--- config.mk ---
export PLATFORM = sky130hd
export DESIGN_NAME = irq_moderator
export DESIGN_NICKNAME = d
export VERILOG_FILES = /design/src/rtl/irqmod_pkg.sv /design/src/rtl/irqmod_timer.sv /design/src/rtl/irqmod_dir.sv /design/src/rtl/irq_moderator.sv
export SDC_FILE = /design/constraint.sdc
export NUM_CORES = 1
export LEC_CHECK = 0
export ABC_CLOCK_PERIOD_IN_PS = 4100
export BUFFER_PORTS_ARGS = -buffer_cell sky130_fd_sc_hd__buf_2
export CORE_MARGIN = 5
export CORE_UTILIZATION = 50
export CTS_BUF_LIST = sky130_fd_sc_hd__clkbuf_8
export DETAILED_ROUTE_END_ITERATION = 8
export PLACE_DENSITY = 0.67
export RECOVER_POWER = 100
export SETUP_SLACK_MARGIN = 0.2
export SKIP_CTS_REPAIR_TIMING = 1
export SYNTH_ARGS = -nofsm -noshare
export SYNTH_HDL_FRONTEND = slang
export SYNTH_SLANG_ARGS = --single-unit
export TNS_END_PERCENT = 50
--- constraint.sdc ---
create_clock -name clk -period 4.1 [get_ports clk]
set_clock_uncertainty 0.05 [all_clocks]
set_input_delay 0.205 -clock clk [delete_from_list [all_inputs] [get_ports clk]]
set_output_delay 0.205 -clock clk [all_outputs]
set_load 0.01 [all_outputs]
--- src/rtl/irqmod_pkg.sv ---
package irqmod_pkg;
    localparam int NDIR      = 2;
    localparam int DIR_W     = 1;
    localparam int ADDR_W    = DIR_W + 2;
    localparam int CTRL_CLR  = 0;
    localparam int CTRL_EN   = 1;
    localparam int CTRL_TSEL = 2;

    typedef enum logic {
        TMR_BURST = 1'b0,
        TMR_IDLE  = 1'b1
    } tmr_kind_e;
endpackage

--- src/rtl/irqmod_timer.sv ---
module irqmod_timer
    import irqmod_pkg::*;
#(
    parameter int        CNT_W = 16,
    parameter tmr_kind_e KIND  = TMR_BURST
) (
    input  logic             clk,
    input  logic             rst_n,
    input  logic             wr_ctrl,
    input  logic             wr_thr,
    input  logic [CNT_W-1:0] wr_val,
    input  logic             us_tick,
    input  logic             evt,
    input  logic             armed,
    input  logic             rearm,
    output logic             en_o,
    output logic             hit_o
);
    typedef struct packed {
        logic             en;
        logic             tsel;
        logic [CNT_W-1:0] thr;
        logic [CNT_W-1:0] cnt;
    } tmr_t;

    tmr_t s_d, s_q;
    logic step;
    logic [CNT_W:0] wide;
    logic reached;

    always_comb begin
        s_d     = s_q;
        step    = s_q.en & (s_q.tsel ? us_tick : 1'b1);
        wide    = {1'b0, s_q.cnt} + (CNT_W+1)'(1);
        reached = (wide >= {1'b0, s_q.thr});
        hit_o   = step & armed & reached & ((KIND == TMR_IDLE) ? ~evt : 1'b1);

        // count progression
        if (rearm) begin
            s_d.cnt = '0;
        end else if (KIND == TMR_IDLE) begin
            if (evt)                s_d.cnt = '0;
            else if (armed && step) s_d.cnt = wide[CNT_W-1:0];
        end else begin
            if (!armed)             s_d.cnt = '0;
            else if (step)          s_d.cnt = wide[CNT_W-1:0];
        end

        // register writes
        if (wr_thr) s_d.thr = wr_val;
        if (wr_ctrl) begin
            if (wr_val[CTRL_CLR]) begin
                s_d.en   = 1'b0;
                s_d.tsel = 1'b0;
                s_d.cnt  = '0;
            end else begin
                s_d.en   = wr_val[CTRL_EN];
                s_d.tsel = wr_val[CTRL_TSEL];
            end
        end
    end

    always_ff @(posedge clk or negedge rst_n) begin
        if (!rst_n) s_q <= '0;
        else        s_q <= s_d;
    end

    assign en_o = s_q.en;

    // a clear write disables and zeroes the timer
    a_r7_clear_stops: assert property (@(posedge clk) disable iff (!rst_n)
        (wr_ctrl && wr_val[CTRL_CLR]) |=> (!s_q.en && s_q.cnt == '0));

    // external tick mode holds the count on edges without a tick
    a_r6_hold_no_tick: assert property (@(posedge clk) disable iff (!rst_n)
        (s_q.en && s_q.tsel && !us_tick && armed && !rearm && !wr_ctrl &&
         !((KIND == TMR_IDLE) && evt)) |=> $stable(s_q.cnt));

    generate
        if (KIND == TMR_IDLE) begin : g_idle_chk
            // every completion restarts the idle count
            a_r4_idle_restart: assert property (@(posedge clk) disable iff (!rst_n)
                evt |=> (s_q.cnt == '0));
        end
    endgenerate
endmodule

--- src/rtl/irqmod_dir.sv ---
module irqmod_dir
    import irqmod_pkg::*;
#(
    parameter int CNT_W   = 16,
    parameter bit HAS_THR = 1'b1
) (
    input  logic             clk,
    input  logic             rst_n,
    input  logic             wr_en,
    input  logic [1:0]       wr_sel,
    input  logic [CNT_W-1:0] wr_val,
    input  logic             us_tick,
    input  logic             evt,
    output logic             done_o,
    output logic             thr_o
);
    typedef struct packed {
        logic armed;
        logic done;
        logic thr;
    } dir_t;

    dir_t d_d, d_q;
    logic b_en, b_hit, i_en, i_hit;
    logic pass, fire, thr_src;

    irqmod_timer #(.CNT_W(CNT_W), .KIND(TMR_BURST)) u_burst (
        .clk     (clk),
        .rst_n   (rst_n),
        .wr_ctrl (wr_en && wr_sel == 2'b00),
        .wr_thr  (wr_en && wr_sel == 2'b01),
        .wr_val  (wr_val),
        .us_tick (us_tick),
        .evt     (evt),
        .armed   (d_q.armed),
        .rearm   (fire),
        .en_o    (b_en),
        .hit_o   (b_hit)
    );

    irqmod_timer #(.CNT_W(CNT_W), .KIND(TMR_IDLE)) u_idle (
        .clk     (clk),
        .rst_n   (rst_n),
        .wr_ctrl (wr_en && wr_sel == 2'b10),
        .wr_thr  (wr_en && wr_sel == 2'b11),
        .wr_val  (wr_val),
        .us_tick (us_tick),
        .evt     (evt),
        .armed   (d_q.armed),
        .rearm   (fire),
        .en_o    (i_en),
        .hit_o   (i_hit)
    );

    assign pass = ~b_en & ~i_en;
    assign fire = pass ? (evt | d_q.armed) : (b_hit | i_hit);

    generate
        if (HAS_THR) begin : g_thr
            assign thr_src = pass ? fire : b_hit;
        end else begin : g_no_thr
            assign thr_src = 1'b0;
        end
    endgenerate

    always_comb begin
        d_d       = d_q;
        d_d.done  = fire;
        d_d.thr   = thr_src;
        d_d.armed = fire ? (evt & ~pass) : (d_q.armed | evt);
    end

    always_ff @(posedge clk or negedge rst_n) begin
        if (!rst_n) d_q <= '0;
        else        d_q <= d_d;
    end

    assign done_o = d_q.done;
    assign thr_o  = d_q.thr;

    // pass-through forwards each completion on the next edge
    a_r2_passthrough: assert property (@(posedge clk) disable iff (!rst_n)
        (pass && evt) |=> d_q.done);

    // threshold pulse never appears without done
    a_r8_thr_with_done: assert property (@(posedge clk) disable iff (!rst_n)
        d_q.thr |-> d_q.done);

    // a release with no new completion leaves the direction waiting
    a_r5_fire_disarm: assert property (@(posedge clk) disable iff (!rst_n)
        (fire && !evt) |=> !d_q.armed);
endmodule

--- src/rtl/irq_moderator.sv ---
module irq_moderator
    import irqmod_pkg::*;
#(
    parameter int             CNT_W    = 16,
    parameter logic [NDIR-1:0] THR_MASK = 2'b01
) (
    input  logic              clk,
    input  logic              rst_n,
    input  logic              wr_en,
    input  logic [ADDR_W-1:0] wr_addr,
    input  logic [CNT_W-1:0]  wr_data,
    input  logic              us_tick,
    input  logic [NDIR-1:0]   evt,
    output logic [NDIR-1:0]   done_irq,
    output logic [NDIR-1:0]   thr_irq
);
    generate
        for (genvar d = 0; d < NDIR; d++) begin : g_dir
            logic sel_wr;
            assign sel_wr = wr_en && (wr_addr[ADDR_W-1:2] == DIR_W'(d));

            irqmod_dir #(.CNT_W(CNT_W), .HAS_THR(THR_MASK[d])) u_dir (
                .clk     (clk),
                .rst_n   (rst_n),
                .wr_en   (sel_wr),
                .wr_sel  (wr_addr[1:0]),
                .wr_val  (wr_data),
                .us_tick (us_tick),
                .evt     (evt[d]),
                .done_o  (done_irq[d]),
                .thr_o   (thr_irq[d])
            );
        end
    endgenerate
endmodule

==> results of run 1 <==
-- layout make-up --
type,count,area (sq um)
Clock buffer,17,234
Clock inverter,14,140
Fill cell,1563,7760
Inverter,66,248
Multi-Input combinational cell,672,4790
Sequential cell,141,3530
Tap cell,225,282
Timing Repair Buffer,41,251
-- cell families (layout without fill, tap and decap cells) --
kind of cell	after synthesis	count (layout)	share of synthesized area
xor+xnor	111	111	0.111
mux	58	58	0.0744
flops	141	141	0.404
other cells	1	1	0.000430
buf+inv	106	138	0.0515
simple gates	335	335	0.188
compound gates	99	99	0.0725
fa+ha+maj	68	68	0.0975
-- sequential cells by signal, indices dropped and copies added (netlist names) --
| signal | flops |
|---|---|
| g_dir.u_dir.u_idle.en_o | 2 |
| g_dir.u_dir.done_o | 2 |
| g_dir.u_dir.u_burst.en_o | 2 |
| g_dir.u_dir.u_idle.s_q | 66 |
| g_dir.u_dir.thr_o | 1 |
| g_dir.u_dir.d_q | 2 |
| g_dir.u_dir.u_burst.s_q | 66 |
-- worst paths after layout --
path / from / endpoint / slack, ns / cells past startpoint
worst max-delay path: g_dir[0].u_dir.u_idle.s_q[3]$_DFF_PN0_ / g_dir[0].u_dir.d_q[2]$_DFF_PN0_ / 0.45 / 12
worst min-delay path: wr_data[8] / g_dir[0].u_dir.u_burst.s_q[24]$_DFFE_PN0P_ / 0.02 / 3
worst max register to register: g_dir[0].u_dir.u_idle.s_q[3]$_DFF_PN0_ / g_dir[0].u_dir.d_q[2]$_DFF_PN0_ / 0.45 / 12
worst min register to register: g_dir[1].u_dir.u_burst.s_q[20]$_DFFE_PN0P_ / g_dir[1].u_dir.u_burst.s_q[20]$_DFFE_PN0P_ / 0.46 / 1
max in group asynchronous: rst_n / g_dir[0].u_dir.u_burst.s_q[5]$_DFF_PN0_ / 0.92 / 3
min in group asynchronous: rst_n / g_dir[1].u_dir.u_burst.s_q[25]$_DFFE_PN0P_ / 0.87 / 2
-- cell usage in the layout (no fill, tap or decap), drive strengths merged, types with 2 or more instances in the layout --
cell type	netlist	layout
xor2	35	35
dfrtp	141	141
a21o	5	5
or4	2	2
and4	5	5
a21oi	27	27
a31oi	2	2
buf	16	31
and3	17	17
o31ai	4	4
or2	3	3
nor2b	5	5
a21boi	2	2
xnor2	76	76
nand2b	7	7
nand3	41	41
nand4	28	28
nor3	46	46
inv	66	72
ha	68	68
clkinv	0	4
clkbuf	24	26
or3	5	5
nor4b	5	5
mux2	55	55
a311oi	3	3
nand4b	2	2
bufinv	0	3
mux2i	3	3
nor2	70	70
a211oi	4	4
nor4	6	6
nand2	91	91
o21bai	2	2
o21a	5	5
o21ai	37	37
-- metrics by stage --
step | std cells | total power (W) | setup WS (ns)
2_1_floorplan | 919 | 0.00220 | 0.678
3_3_place_gp | 1141 | 0.00240 | 0.342
3_5_place_dp | 1141 | 0.00242 | 0.281
4_1_cts | 1172 | 0.00352 | 0.235
5_1_grt | 1176 | 0.00371 | 0.169
6_report | 1176 | 0.00350 | 0.454
-- power breakdown --
part           internal [W]  leakage, nW  switching (W)
clock network      0.000579        0.212       0.000513
logic              0.000318         2.31       0.000426
registers           0.00157         1.83       0.000101
-- layer usage --
layer,global-route usage,wire length [microns]
met1,0.265,8920
met5,0,0
met3,0.0360,484
met2,0.319,8960
met4,0.0495,218
-- critical path, delay by kind of cell, from the launching register on --
family	cells	cell delay [ns]
AO/OA/AOI/OAI	4	0.86
XOR/XNOR	1	0.16
adder cells (fa/ha/maj)	1	0.31
buffers and inverters	1	0.23
flip-flops	1	0.47
AND/OR/NAND/NOR	5	1.43
==> flow_summary.toml, run 1 <==
[grt]
first_global_vias = 6196
antenna_violations_before_repair = 0
grt_overflow_total = 0
total_track_usage = 0.194
first_pass_grt_wire_length_microns = 31200
grt_start_max_net_pins = 90

[timing]
period_share = 0.889
fin_crit_ns = 3.65
relSlewSlack = -0.480
hold_viol = 0
max_slew_violations = 90
rsz_0062_raised_after_global_routing = "yes"
summed_negative_setup_slack_over_all_endpoints_ns = 0
setup-violations-final = 0
max_slew.worst_pin.slew_ns = 2.22
final.hold.worst_slack_ns = 0.0160
max_clock_freq_ghz = 0.274

[floorplanning]
num_rows = 48
dieArea_sq_um = 20200
fp.dieW_microns = 142
core-area_sq_um = 17200
io_pins = 29
die-height_microns = 142
start_util = 0.506

[outcome]
status = "complete, but fails checks"
violations = "capacitance limit, slew limit"

[pwr]
leakagePower_nw = 4.35
powerDensity_nw_per_um2 = 370
power.ir.vdd_worst_uv = 222

[route]
routedWlPerCell_microns = 15.8
totalWireLength_microns = 18600
post-route-drc-count = 0
route.detailed.vias_per_inst = 5.36
drt-initial-drc-count = 281
detailedRoute.firstPassIterationCount = 5
routed-via-count = 6305
route.antenna.remaining_nets = 0

[job]
max-cap-violations = 1

[setup_path]
worstPathArrival_ns = 3.92
worstPathRequired_ns = 4.37
cp_max_fo = 34
timing.critical_path.to_type = "register"
critical_path.cell_chain = "and4_1 -> and4_1 -> nand3_1 -> xnor2_1 -> ha_1 -> nand4_1 -> or3_1 -> a311oi_1 -> a311oi_1 -> a311oi_4 -> buf_12 -> o31ai_1"
critical_path.slowest_cell = "sky130_fd_sc_hd__dfrtp_1"
crit_type = "register to register"
crit_path_max_incr_delay_ns = 0.47
startpoint_type = "register"

[placement]
gp_congestion = 0.834
port-buffer-count = 27
placed_area_sq_um = 9040
hpwl_microns = 13400

[clocking]
clkTransAtPathRegs_ns = 0.07
cts_made_buffers = 17
cts-htree-levels = 4
clk-insertion-delay-late_ns = 0.45
numClockSinks = 141
tritoncts_clock_tree = "yes"
clockBufferDepth = 2
clk_root_buffer_cell = "sky130_fd_sc_hd__clkbuf_8"

[synthesis]
yosys.cell_types.count = 56
avgSynthCellArea_sq_um = 9.50
post_synth_instance_area_sq_um = 8730
synth_sequential_area_ratio = 0.404
synth-edff-count = 0
yosys.area.top_type_share = 0.404
synthArstFlopShare = 1.00
yosysMostFrequentCell = "sky130_fd_sc_hd__dfrtp_1"
post_synth_top_area_cell = "sky130_fd_sc_hd__dfrtp_1"
synth_ff_type = "sky130_fd_sc_hd__dfrtp_1"
yosysWarnings = 0
synth_fp_nets = 1012
ys_ff_latch = 141
syn_inst = 919
synth.area.top_cells = "sky130_fd_sc_hd__dfrtp_1 40%, sky130_fd_sc_hd__ha_1 9.7%, sky130_fd_sc_hd__xnor2_1 7.6%"
synth_common_cells = "141 x sky130_fd_sc_hd__dfrtp_1, 91 x sky130_fd_sc_hd__nand2_1, 76 x sky130_fd_sc_hd__xnor2_1, 70 x sky130_fd_sc_hd__nor2_1, 68 x sky130_fd_sc_hd__ha_1"

[finish]
final_area_sq_um = 9470
finish.net_count = 1032
postLayoutCoreUtil = 0.550
synthToLayoutAreaGrowth_pct = 8.50
drive_above_1_share = 0.129
antenna_cells = 0

[worst_hold_path]
holdCritPathClass = "input pin to register"
Power figures use the tool's default switching activity.
==> inputs of run 2 (changes only) <==
Settings changed: ABC_CLOCK_PERIOD_IN_PS 4100 to 4700.
Clock period 4.1 ns to 4.7 ns, I/O delays scaled along.
==> flow_summary.toml, run 2 (same netlist as run 1, synthesis figures left out) <==
[setup_path]
cp_max_fo = 16
worstPathRequired_ns = 5.00
crit_type = "register to register"
startpoint_type = "register"
timing.critical_path.to_type = "register"
worstPathArrival_ns = 4.49

[pwr]
powerDensity_nw_per_um2 = 328
power.ir.vdd_worst_uv = 210
leakagePower_nw = 4.33

[clocking]
cts_made_buffers = 17
clkTransAtPathRegs_ns = 0.08
clk-insertion-delay-late_ns = 0.45
tritoncts_clock_tree = "yes"
cts-htree-levels = 4
numClockSinks = 141
clk_root_buffer_cell = "sky130_fd_sc_hd__clkbuf_8"
clockBufferDepth = 2

[route]
routed-via-count = 6256
route.antenna.remaining_nets = 0
drt-initial-drc-count = 318
route.detailed.vias_per_inst = 5.35
detailedRoute.firstPassIterationCount = 5
post-route-drc-count = 0
totalWireLength_microns = 18800
routedWlPerCell_microns = 16.1

[timing]
final_critical_path_setup_slack_ns = 0.516
fin_crit_ns = 4.18
final.hold.worst_slack_ns = 0.0335
max_slew_violations = 109
rsz_0062_raised_after_global_routing = "no"
hold_viol = 0
period_share = 0.890
relSlewSlack = -0.815
setup-violations-final = 0
max_slew.worst_pin.slew_ns = 2.72
max_clock_freq_ghz = 0.239
summed_negative_setup_slack_over_all_endpoints_ns = 0

[grt]
antenna_violations_before_repair = 0
first_pass_grt_wire_length_microns = 31100
first_global_vias = 6058
grt_overflow_total = 0
total_track_usage = 0.192
grt_start_max_net_pins = 109

[finish]
largest_registers = "g_dir.u_dir.u_burst.s_q: 66 flops, g_dir.u_dir.u_idle.s_q: 66 flops"
num-fill-cells = 1577
finish.net_count = 1025
final_common_cell = "sky130_fd_sc_hd__dfrtp_1"
layout_common_cells = "141 x sky130_fd_sc_hd__dfrtp_1, 91 x sky130_fd_sc_hd__nand2_1, 76 x sky130_fd_sc_hd__xnor2_1"
antenna_cells = 0
drive_above_1_share = 0.125
synthToLayoutAreaGrowth_pct = 7.60

[floorplanning]
die-height_microns = 142
core-area_sq_um = 17200
fp.dieW_microns = 142
start_util = 0.506
io_pins = 29
num_rows = 48
dieArea_sq_um = 20200

[outcome]
violations = "capacitance limit, slew limit"
status = "complete, but fails checks"

[job]
max-cap-violations = 1

[worst_hold_path]
holdCritPathClass = "input pin to register"

[placement]
gp_congestion = 0.811
port-buffer-count = 27
hpwl_microns = 13500
dpl_worst_slack_ns = 0.742
run 2: changes by cell type in the layout (fill, tap and decap cells not counted), moves of 2 or more:
cell                       change
sky130_fd_sc_hd__clkbuf_8      +7
sky130_fd_sc_hd__buf_12        -2
sky130_fd_sc_hd__buf_4         -5
sky130_fd_sc_hd__nand4_4       -2
sky130_fd_sc_hd__inv_1         -5
run 2: final timing paths:
check	end	cells after the start	from	slack, ns
min in group asynchronous	g_dir[1].u_dir.u_burst.s_q[27]$_DFFE_PN0P_	2	rst_n	1.11
worst min register to register	g_dir[1].u_dir.u_idle.s_q[25]$_DFFE_PN0P_	1	g_dir[1].u_dir.u_idle.s_q[25]$_DFFE_PN0P_	0.46
worst min-delay path	g_dir[0].u_dir.u_burst.s_q[24]$_DFFE_PN0P_	3	wr_data[8]	0.03
worst max register to register	g_dir[1].u_dir.u_idle.s_q[0]$_DFF_PN0_	12	g_dir[1].u_dir.u_idle.s_q[2]$_DFF_PN0_	0.52
max in group asynchronous	g_dir[0].u_dir.u_burst.s_q[21]$_DFFE_PN0P_	3	rst_n	1.42
worst max-delay path	g_dir[1].u_dir.u_idle.s_q[0]$_DFF_PN0_	12	g_dir[1].u_dir.u_idle.s_q[2]$_DFF_PN0_	0.52
run 2: worst max-delay path, stage by stage, from the launching register on:
cell	delay (ns)
sky130_fd_sc_hd__dfrtp_1	0.45
sky130_fd_sc_hd__and3_1	0.19
sky130_fd_sc_hd__nand3_1	0.17
sky130_fd_sc_hd__or2_0	0.38
sky130_fd_sc_hd__or4_1	0.58
sky130_fd_sc_hd__xnor2_1	0.15
sky130_fd_sc_hd__ha_1	0.21
sky130_fd_sc_hd__a211oi_1	0.24
sky130_fd_sc_hd__o41ai_1	0.12
sky130_fd_sc_hd__nor4b_1	0.16
sky130_fd_sc_hd__nor4_2	0.47
sky130_fd_sc_hd__nand4_1	0.64
sky130_fd_sc_hd__nor2_1	0.29
run 2: routing by layer:
layer  vias up  global-route usage  wire length (microns)
met5         -                   0                      0
met4         0              0.0434                    216
met3        25              0.0423                    782
met2        90               0.305                   8750
met1      2964               0.271                   9030
li1       3177                   -                      -
run 2: area by class of cell:
class / instances / area, sq um / share of cell area
Clock buffer: 24 / 330 / 0.0352
Timing Repair Buffer: 34 / 175 / 0.0186
Tap cell: 225 / 282 / 0.0300
Multi-Input combinational cell: 672 / 4750 / 0.505
Inverter: 66 / 248 / 0.0264
Clock inverter: 7 / 83.8 / 0.00893
Sequential cell: 141 / 3530 / 0.376
run 2: metrics by stage:
step | power [W] | cell area, sq um | utilization | instances
global route | 0.00327 | 9390 | 0.545 | 1169
global placement | 0.00208 | 9000 | 0.522 | 1137
detailed placement | 0.00210 | 9000 | 0.522 | 1137
CTS | 0.00313 | 9420 | 0.546 | 1168
finish | 0.00308 | 9390 | 0.545 | 1169
floorplan | 0.00192 | 8730 | - | 919
run 2: power breakdown:
group | switching (W) | internal, W
logic | 0.000364 | 0.000245
clock network | 0.000455 | 0.000563
registers | 0.0000873 | 0.00137
total | 0.000906 | 0.00217
